## config.mk

```make
export PLATFORM = sky130hd
export DESIGN_NAME = manchester_tx
export DESIGN_NICKNAME = d
export VERILOG_FILES = /design/src/rtl/mtx_pkg.sv /design/src/rtl/mtx_ctrl.sv /design/src/rtl/mtx_datapath.sv /design/src/rtl/manchester_tx.sv
export SDC_FILE = /design/constraint.sdc
export NUM_CORES = 1
export LEC_CHECK = 0
export BUFFER_PORTS_ARGS = -buffer_cell sky130_fd_sc_hd__buf_4
export CAP_MARGIN = 10
export CORE_MARGIN = 5
export CORE_UTILIZATION = 45
export CTS_CLUSTER_DIAMETER = 120
export DETAILED_ROUTE_END_ITERATION = 6
export PLACE_DENSITY = 0.72
export SETUP_SLACK_MARGIN = 0.02
export SLEW_MARGIN = 10
export SYNTH_ARGS = -nofsm -noshare
export SYNTH_HDL_FRONTEND = slang
export SYNTH_SLANG_ARGS = --single-unit
```

## constraint.sdc

```tcl
create_clock -name clk -period 2 [get_ports clk]
set_input_delay 0.2 -clock clk [delete_from_list [all_inputs] [get_ports clk]]
set_output_delay 0.2 -clock clk [all_outputs]
set_load 0.005 [all_outputs]
```

## src/rtl/mtx_pkg.sv

```systemverilog
package mtx_pkg;

  typedef enum logic [2:0] {
    PH_IDLE,
    PH_PRE,
    PH_START,
    PH_DATA,
    PH_TAIL
  } phase_e;

  // strobes from the sequencer to the line datapath
  typedef struct packed {
    logic   load;        // capture byte and configuration
    logic   drive;       // put the current half-bit on the line
    logic   shift;       // move to the next data bit
    logic   goIdle;      // return the line to idle
    phase_e phase;       // which part of the frame is being sent
    logic   secondHalf;  // 0: first half of the bit, 1: second half
    logic   preOdd;      // odd-numbered lead-in bit
  } strobe_t;

endpackage

```

## src/rtl/mtx_ctrl.sv

```systemverilog
module mtx_ctrl
  import mtx_pkg::*;
#(
  parameter int DATA_W = 8,
  parameter int LEN_W  = 4
) (
  input  logic             clk,
  input  logic             rstN,
  input  logic             halfTick,
  input  logic             inValid,
  input  logic [LEN_W-1:0] cfgLen,
  output logic             inReady,
  output strobe_t          st
);

  localparam int DCNT_W = $clog2(DATA_W);
  localparam int CNT_W  = (LEN_W > DCNT_W) ? LEN_W : DCNT_W;
  localparam logic [CNT_W-1:0] LAST_DATA = CNT_W'(DATA_W - 1);

  phase_e           state;
  logic [CNT_W-1:0] bitCnt;
  logic             half;
  logic [LEN_W-1:0] preLen;
  logic [CNT_W-1:0] lastPre;
  logic             busyTick;

  assign lastPre = CNT_W'(preLen) - CNT_W'(1);
  assign inReady = (state == PH_IDLE);

  always_comb begin
    busyTick = halfTick &&
               ((state == PH_PRE) || (state == PH_START) || (state == PH_DATA));
    st            = '0;
    st.phase      = state;
    st.secondHalf = half;
    st.preOdd     = bitCnt[0];
    st.load       = (state == PH_IDLE) && inValid;
    st.drive      = busyTick;
    st.shift      = busyTick && (state == PH_DATA) && half;
    st.goIdle     = halfTick && (state == PH_TAIL);
  end

  always_ff @(posedge clk) begin
    if (!rstN) begin
      state  <= PH_IDLE;
      bitCnt <= '0;
      half   <= 1'b0;
      preLen <= '0;
    end else if (st.load) begin
      preLen <= cfgLen;
      bitCnt <= '0;
      half   <= 1'b0;
      state  <= (cfgLen == '0) ? PH_START : PH_PRE;
    end else if (st.goIdle) begin
      state <= PH_IDLE;
    end else if (st.drive) begin
      half <= ~half;
      if (half) begin
        bitCnt <= bitCnt + CNT_W'(1);
        unique case (state)
          PH_PRE: begin
            if (bitCnt == lastPre) begin
              state  <= PH_START;
              bitCnt <= '0;
            end
          end
          PH_START: begin
            state  <= PH_DATA;
            bitCnt <= '0;
          end
          PH_DATA: begin
            if (bitCnt == LAST_DATA) state <= PH_TAIL;
          end
          default: state <= PH_IDLE;
        endcase
      end
    end
  end

endmodule

```

## src/rtl/mtx_datapath.sv

```systemverilog
module mtx_datapath
  import mtx_pkg::*;
#(
  parameter int   DATA_W     = 8,
  parameter logic IDLE_LEVEL = 1'b1
) (
  input  logic              clk,
  input  logic              rstN,
  input  strobe_t           st,
  input  logic [DATA_W-1:0] inData,
  input  logic [1:0]        cfgPat,
  input  logic              cfgPol,
  output logic              serOut
);

  logic [DATA_W-1:0] shReg;
  logic [1:0]        patQ;
  logic              polQ;
  logic              lineQ;
  logic              logicBit;
  logic              level;

  // logic value of the bit currently being sent
  always_comb begin
    unique case (st.phase)
      PH_PRE: begin
        unique case (patQ)
          2'b00:   logicBit = 1'b1;
          2'b01:   logicBit = 1'b0;
          2'b10:   logicBit = st.preOdd;
          default: logicBit = ~st.preOdd;
        endcase
      end
      PH_DATA: logicBit = shReg[0];
      default: logicBit = 1'b0;
    endcase
    level = logicBit ^ polQ ^ st.secondHalf;
  end

  always_ff @(posedge clk) begin
    if (!rstN) begin
      shReg <= '0;
      patQ  <= 2'b00;
      polQ  <= 1'b0;
      lineQ <= IDLE_LEVEL;
    end else begin
      if (st.load) begin
        shReg <= inData;
        patQ  <= cfgPat;
        polQ  <= cfgPol;
      end else if (st.shift) begin
        shReg <= shReg >> 1;
      end
      if (st.drive)       lineQ <= level;
      else if (st.goIdle) lineQ <= IDLE_LEVEL;
    end
  end

  assign serOut = lineQ;

endmodule

```

## src/rtl/manchester_tx.sv

```systemverilog
module manchester_tx
  import mtx_pkg::*;
#(
  parameter int   DATA_W     = 8,
  parameter int   LEN_W      = 4,
  parameter logic IDLE_LEVEL = 1'b1
) (
  input  logic              clk,
  input  logic              rstN,
  input  logic              halfTick,
  input  logic [DATA_W-1:0] inData,
  input  logic              inValid,
  output logic              inReady,
  input  logic [LEN_W+2:0]  cfgWord,
  output logic              serOut
);

  strobe_t stb;

  mtx_ctrl #(
    .DATA_W(DATA_W),
    .LEN_W (LEN_W)
  ) uCtrl (
    .clk     (clk),
    .rstN    (rstN),
    .halfTick(halfTick),
    .inValid (inValid),
    .cfgLen  (cfgWord[LEN_W-1:0]),
    .inReady (inReady),
    .st      (stb)
  );

  mtx_datapath #(
    .DATA_W    (DATA_W),
    .IDLE_LEVEL(IDLE_LEVEL)
  ) uPath (
    .clk   (clk),
    .rstN  (rstN),
    .st    (stb),
    .inData(inData),
    .cfgPat(cfgWord[LEN_W+1:LEN_W]),
    .cfgPol(cfgWord[LEN_W+2]),
    .serOut(serOut)
  );

endmodule

```

==> metrics.md, run 1 <==
| Metric | Value |
|---|---|
| # rows | `20` |
| First-pass GRT wire length | `5110 µm` |
| CP Class | `register to register` |
| Hold_ws | `0.0757 ns` |
| Clock transition at path regs | `0.16 ns` |
| Met3 Use GR | `0.0329` |
| DR DRC count | `0` |
| Post-route ant nets | `0` |
| Number of enable flip-flop cells after synthesis | `0` |
| Sink Count | `24` |
| Worst Path Required | `2.25 ns` |
| Overflow after GRT | `0` |
| Ys async rst share | `0` |
| Critical Path Source Type | `register` |
| Post-Syn Area per Cell | `8.76 µm²` |
| Root Driver | `clkbuf_4` |
| Post-layout min period | `1.88 ns` |
| # diodes | `0` |
| Number of hold violations in the final report | `0` |
| # nets final | `202` |
| Layout cells sized above 1 | `0.228` |
| Htree depth | `1` |
| Fin crit share | `0.939` |
| Port-buffer cells | `20` |
| GPL Wtd Cong | `0.864` |
| Iteration count of the initial detailed-routing pass | `4` |
| Achievable Freq | `0.532 GHz` |
| Starting Density | `0.456` |
| Met2 Usage GRT | `0.244` |
| Avg WL per Cell | `14.1 µm` |
| Die Ht | `64.9 µm` |
| Worst-margin pin slew | `0.557 ns` |
| Top FF cell, synth | `dfxtp_1` |
| Met1 Track Usage GR | `0.199` |
| Worst-skew pair later-pin latency | `0.33 ns` |
| RSZ-0062 raised after global routing | `true` |
| IO Pins | `21` |
| Count of pins over their slew limit | `0` |
| Post-synth top area cell | `dfxtp_1` |
| Outcome | `complete, no violations` |
| Most crowded layer after global routing | `met2` |
| # Max-Cap Violations | `0` |
| Worst setup EP type | `register` |
| Syn nets | `176` |
| Share of the yosys chip area belonging to registers | `0.354` |
| Detailed Route Iter0 Violations | `120` |
| Clock skew | `0.0217 ns` |
| Most common cell in the netlist | `dfxtp_1` |
| Area Growth Syn to Fin | `20.1%` |
| Initial antenna violation count | `0` |
| Post-DP HPWL | `2260 µm` |
| Leakage | `0.708 nW` |
| CTS tree | `yes` |
| Setup violators final | `0` |
| Seq cells post-synth | `24` |
| Crit-path max FO | `6` |
| Placed cells | `207` |
| Worst vdd ir | `0.469 mV` |
| Non-Filler Instances | `213` |
| Sequential Area | `485 µm²` |
| Post-synth cell types | `45` |
| Cells after Synth | `155` |
| Die area | `4220 µm²` |
| Largest net degree at the start of global routing | `23` |
| Post-Syn Area | `1360 µm²` |
| Final core occ | `0.547` |
| Via count | `1202` |
| Multi-input gate area | `830 µm²` |
| Total Routed Length | `2990 µm` |
| Number of global-route vias before repair | `1148` |
| Avg Vias per Cell | `5.64` |
| Hold_buf cts | `0` |
| Yosys top cell area share | `0.354` |
| Clock tree buffer depth | `2` |
| # fillers | `289` |
| Top cells by area, synth | `dfxtp_1 (35%), nand2_1 (6.1%), a211oi_1 (5.5%)` |
| Most instantiated cells after synthesis | `dfxtp_1 (24), nand2_1 (22), nor2_1 (14), a211oi_1 (10), a21oi_1 (10)` |
| Max_slew headroom | `0.625` |
| Worst min path class | `primary input to register` |
| Synth Warn # | `0` |
| CP arrival | `2.13 ns` |
| Total track usage | `0.153` |
| TritonCTS Buffers | `3` |
| Power Density | `774 nW/µm²` |
| Die X | `64.9 µm` |
| Core region area | `2980 µm²` |
path summary, 6_finish.rpt:
kind                                startpoint                            to  slack (ns)  depth (start not counted)
hold reg to reg     uPath.patQ[1]$_SDFFE_PN0N_    uPath.patQ[1]$_SDFFE_PN0N_        0.47                          2
hold / removal                            rstN     uPath.serOut$_SDFFE_PN1P_        0.08                          2
setup / recovery  uCtrl.preLen[0]$_SDFFE_PN0N_  uCtrl.bitCnt[2]$_SDFFE_PP0P_        0.12                          7
setup reg to reg  uCtrl.preLen[0]$_SDFFE_PN0N_  uCtrl.bitCnt[2]$_SDFFE_PP0P_        0.12                          7
routing by layer:
| metal | vias to the layer above | wire (µm) |
|---|---|---|
| met3 | 4 | 181 |
| met1 | 549 | 1390 |
| met4 | 0 | 42 |
| li1 | 610 | - |
| met2 | 39 | 1380 |
| met5 | - | 0 |
worst max-delay path, stage by stage, from the launching register on:
cell	delay, ns
dfxtp_4	0.38
inv_1	0.04
ha_1	0.19
xor2_1	0.15
xnor2_1	0.24
nor4b_4	0.38
a211oi_1	0.15
a211o_1	0.28
where the power goes:
group          internal, mW  total [mW]  switching [mW]
sequential            0.523       0.564          0.0413
clock                 0.203       0.363           0.160
combinational         0.169       0.334           0.166
total                 0.894        1.26           0.367
registers in the layout, summed over array words and instances (netlist names):
register,cells
uPath.serOut,1
uPath.shReg,8
uCtrl.half,1
uCtrl.bitCnt,4
uPath.patQ,2
uCtrl.preLen,4
uPath.polQ,1
uCtrl.state,3
cell families (layout without fill, tap and decap cells):
| family | Yosys count | after routing | share of synthesized area |
|---|---|---|---|
| xor+xnor | 11 | 11 | 0.0866 |
| compound gates | 35 | 35 | 0.183 |
| fa+ha+maj | 2 | 2 | 0.0184 |
| flops | 24 | 24 | 0.354 |
| simple gates | 65 | 65 | 0.269 |
| buf+inv | 11 | 36 | 0.0369 |
| mux | 7 | 7 | 0.0516 |
cells in the final DEF, fill, tap and decap left out, types with 2 or more instances in the layout:
cell	Yosys	final
inv_1	4	4
xor2_1	4	4
a21oi_1	10	10
nor3_1	3	3
nor3_2	2	2
xnor2_1	5	5
nand3_1	3	3
clkbuf_4	0	3
o21ai_0	2	2
nand2_1	22	21
buf_4	2	27
nand2b_1	3	3
nor3b_1	2	2
nand3b_1	4	4
nor2b_1	2	2
o31ai_1	2	2
mux2i_1	7	7
ha_1	2	2
o221a_1	2	2
dfxtp_1	24	22
nor2_1	14	14
a211oi_1	10	10
cell type report:
cell class,instances,area share
multi-input combinational,120,0.509
sequential,24,0.298
timing repair buffer,27,0.124
tap,33,0.0253
clock inverter,1,0.0184
clock buffer,3,0.0138
inverter,5,0.0115
through the flow:
stage	TNS [ns]	total power, mW	area, µm²	worst slack [ns]
CTS	0	1.26	1610	0.0497
finish	0	1.26	1630	0.121
floorplan	0	0.802	1360	0.205
global placement	0	0.895	1560	0.152
detailed placement	0	0.904	1560	0.0286
global route	-0.0181	1.33	1630	-0.0181
what timing repair did:
action / in CTS / in global routing
endpoints found under the setup margin: 0 / 11
buffers inserted: 0 / 2
gates resized for setup: 0 / 4
hold endpoints to repair: 0 / 0
No activity file was read; power rests on OpenSTA's default activity.
==> run 2, diff against run 1 <==
--- a/config.mk
+++ b/config.mk
@@ -8,10 +8,11 @@
 export BUFFER_PORTS_ARGS = -buffer_cell sky130_fd_sc_hd__buf_4
 export CAP_MARGIN = 10
 export CORE_MARGIN = 5
-export CORE_UTILIZATION = 45
+export CORE_UTILIZATION = 58
+export CTS_BUF_LIST = sky130_fd_sc_hd__clkbuf_8
 export CTS_CLUSTER_DIAMETER = 120
 export DETAILED_ROUTE_END_ITERATION = 6
-export PLACE_DENSITY = 0.72
+export PLACE_DENSITY = 0.87
 export SETUP_SLACK_MARGIN = 0.02
 export SLEW_MARGIN = 10
 export SYNTH_ARGS = -nofsm -noshare
==> run 2 against run 1 <==
Effect of this change: routed wire length rose by 14%; power rose by 6.3%; sequential share of layout area fell by 0.84 points; global-route usage rose by 5.6 points; fmax fell by 2.4%; clock power rose by 17%; hold slack improved by 0.086 ns; cell count did not move; highest routed layer unchanged.
==> metrics.md, run 2 (synthesis gave the netlist of run 1 again) <==
| Metric | Value |
|---|---|
| Clock tree buffer depth | `2 (unchanged)` |
| Fin crit share | `0.962 (+0.0231)` |
| Leakage | `0.741 nW (+4.6%)` |
| CP Class | `register to register` |
| First-pass GRT wire length | `5570 µm (+8.9%)` |
| Power Density | `799 nW/µm² (+3.3%)` |
| Reg with most FFs | `uPath.shReg` |
| Sink Count | `24 (unchanged)` |
| Core region area | `2230 µm² (-25%)` |
| Post-route ant nets | `0 (unchanged)` |
| Final WS setup | `0.0751 ns (-0.0462 ns)` |
| Outcome | `complete, no violations` |
| Starting Density | `0.608 (+0.152)` |
| Avg WL per Cell | `16.0 µm (+14%)` |
| Htree depth | `1 (unchanged)` |
| Via count | `1321 (+9.9%)` |
| Largest register FFs | `8 (unchanged)` |
| Port-buffer cells | `20 (unchanged)` |
| CP arrival | `2.10 ns (-0.03 ns)` |
| Clock skew | `0.00197 ns (-0.0197 ns)` |
| Initial antenna violation count | `0 (unchanged)` |
| Area Growth Syn to Fin | `23.6%` |
| Total Routed Length | `3420 µm (+14%)` |
| Total track usage | `0.209 (+0.0560)` |
| # fillers | `170 (-41%)` |
| Worst-skew pair later-pin latency | `0.26 ns (-0.07 ns)` |
| GPL Wtd Cong | `0.868 (+0.44%)` |
| Die X | `58.4 µm (-10%)` |
| Critical Path Source Type | `register` |
| DP Worst Slack | `0.0547 ns (+0.0261 ns)` |
| Clock transition at path regs | `0.09 ns (-0.07 ns)` |
| CTS tree | `yes` |
| Worst setup EP type | `register` |
| Layout cells sized above 1 | `0.243 (+0.0155)` |
| Worst vdd ir | `0.541 mV (+15%)` |
| Top flop regs | `uPath.shReg: 8 flops, uCtrl.bitCnt: 4 flops, uCtrl.preLen: 4 flops` |
| Number of hold violations in the final report | `0 (unchanged)` |
| Count of pins over their slew limit | `0 (unchanged)` |
| Commonest non-fill, non-tap cells in the layout | `buf_4 (32), nand2_1 (22), dfxtp_1 (22), nor2_1 (14)` |
| TritonCTS Buffers | `3 (unchanged)` |
| Setup_tns | `0 ns (unchanged)` |
| RSZ-0062 raised after global routing | `false` |
| Die area | `3410 µm² (-19%)` |
| Number of global-route vias before repair | `1292 (+13%)` |
| Placed inst area | `1570 µm² (+1.0%)` |
| # diodes | `0 (unchanged)` |
| Largest net degree at the start of global routing | `19 (-17%)` |
| Worst min path class | `primary input to register` |
| Die Ht | `58.4 µm (-10%)` |
| Design area | `1680 µm² (+2.9%)` |
| Avg Vias per Cell | `6.20 (+9.9%)` |
| # rows | `17 (-15%)` |
| IO Pins | `21 (unchanged)` |
| Achievable Freq | `0.520 GHz (-2.4%)` |
| # Max-Cap Violations | `0 (unchanged)` |
| # nets final | `207 (+2.5%)` |
| Root Driver | `clkbuf_8` |
| Most common cell after layout, fill and taps aside | `buf_4` |
| Crit-path max FO | `11 (+5)` |
| Total power | `1.34 mW (+6.3%)` |
| Overflow after GRT | `0 (unchanged)` |
| Iteration count of the initial detailed-routing pass | `4 (unchanged)` |
| Max_slew headroom | `0.648 (+0.0222)` |
| DR DRC count | `0 (unchanged)` |
| Worst-margin pin slew | `0.524 ns (-0.0327 ns)` |
| Post-layout min period | `1.92 ns (+0.0462 ns)` |
| Worst Path Required | `2.17 ns (-0.08 ns)` |
| Post-DP HPWL | `2520 µm (+12%)` |
| Setup violators final | `0 (unchanged)` |
| Detailed Route Iter0 Violations | `49 (-59%)` |
-- run 2: cell types whose count changed in the layout (fill, tap and decap cells not counted), sizes merged --
cell,delta
buf,+5
-- run 2: stage by stage --
stage               utilization  instances  hold WS (ns)
floorplan                     -        155         0.280
global placement          0.704        205         0.439
detailed placement        0.704        205         0.446
CTS                       0.742        211         0.163
global route              0.751        213         0.177
finish                    0.751        213         0.162
-- run 2: final timing paths --
kind	start	cells after the start	slack, ns	end
worst max register to register	uCtrl.state[2]$_SDFFE_PN0P_	5	0.08	uCtrl.state[1]$_SDFFE_PN0P_
worst max-delay path	uCtrl.state[2]$_SDFFE_PN0P_	5	0.08	uCtrl.state[1]$_SDFFE_PN0P_
worst min register to register	uPath.patQ[0]$_SDFFE_PN0N_	2	0.46	uPath.patQ[0]$_SDFFE_PN0N_
worst min-delay path	rstN	2	0.16	uPath.serOut$_SDFFE_PN1P_
-- run 2: layout make-up --
class | count | area, µm² | area share
Clock buffer | 3 | 41.3 | 0.0246
Clock inverter | 1 | 30.0 | 0.0179
Inverter | 5 | 18.8 | 0.0112
Multi-Input combinational cell | 120 | 827 | 0.493
Sequential cell | 24 | 485 | 0.289
Tap cell | 28 | 35.0 | 0.0209
Timing Repair Buffer | 32 | 240 | 0.143
-- run 2: per-layer routing --
layer | GRT usage | vias to the layer above | part of all wire
li1 | - | 619 | -
met1 | 0.245 | 635 | 0.41
met2 | 0.360 | 59 | 0.50
met3 | 0.0461 | 8 | 0.072
met4 | 0.0960 | 0 | 0.016
met5 | 0 | - | 0
-- run 2: what timing repair did --
| action | 4_1_cts | 5_1_grt |
|---|---|---|
| buffers inserted | 2 | 2 |
| resized for setup | 0 | 3 |
| pin swaps | 0 | 2 |
| hold buffers | 0 | 0 |
| setup endpoints to repair | 1 | 5 |
-- run 2: worst max-delay path, stage by stage (launching register included) --
cell and delay, ns:
dfxtp_1 0.55, nand2b_1 0.23, o221ai_1 0.17, and2b_4 0.23, or3b_1 0.38, a221oi_2 0.28
-- run 2: power by group --
| part | internal (mW) | switching [mW] |
|---|---|---|
| sequential | 0.522 | 0.0398 |
| clock | 0.267 | 0.158 |
| combinational | 0.173 | 0.180 |
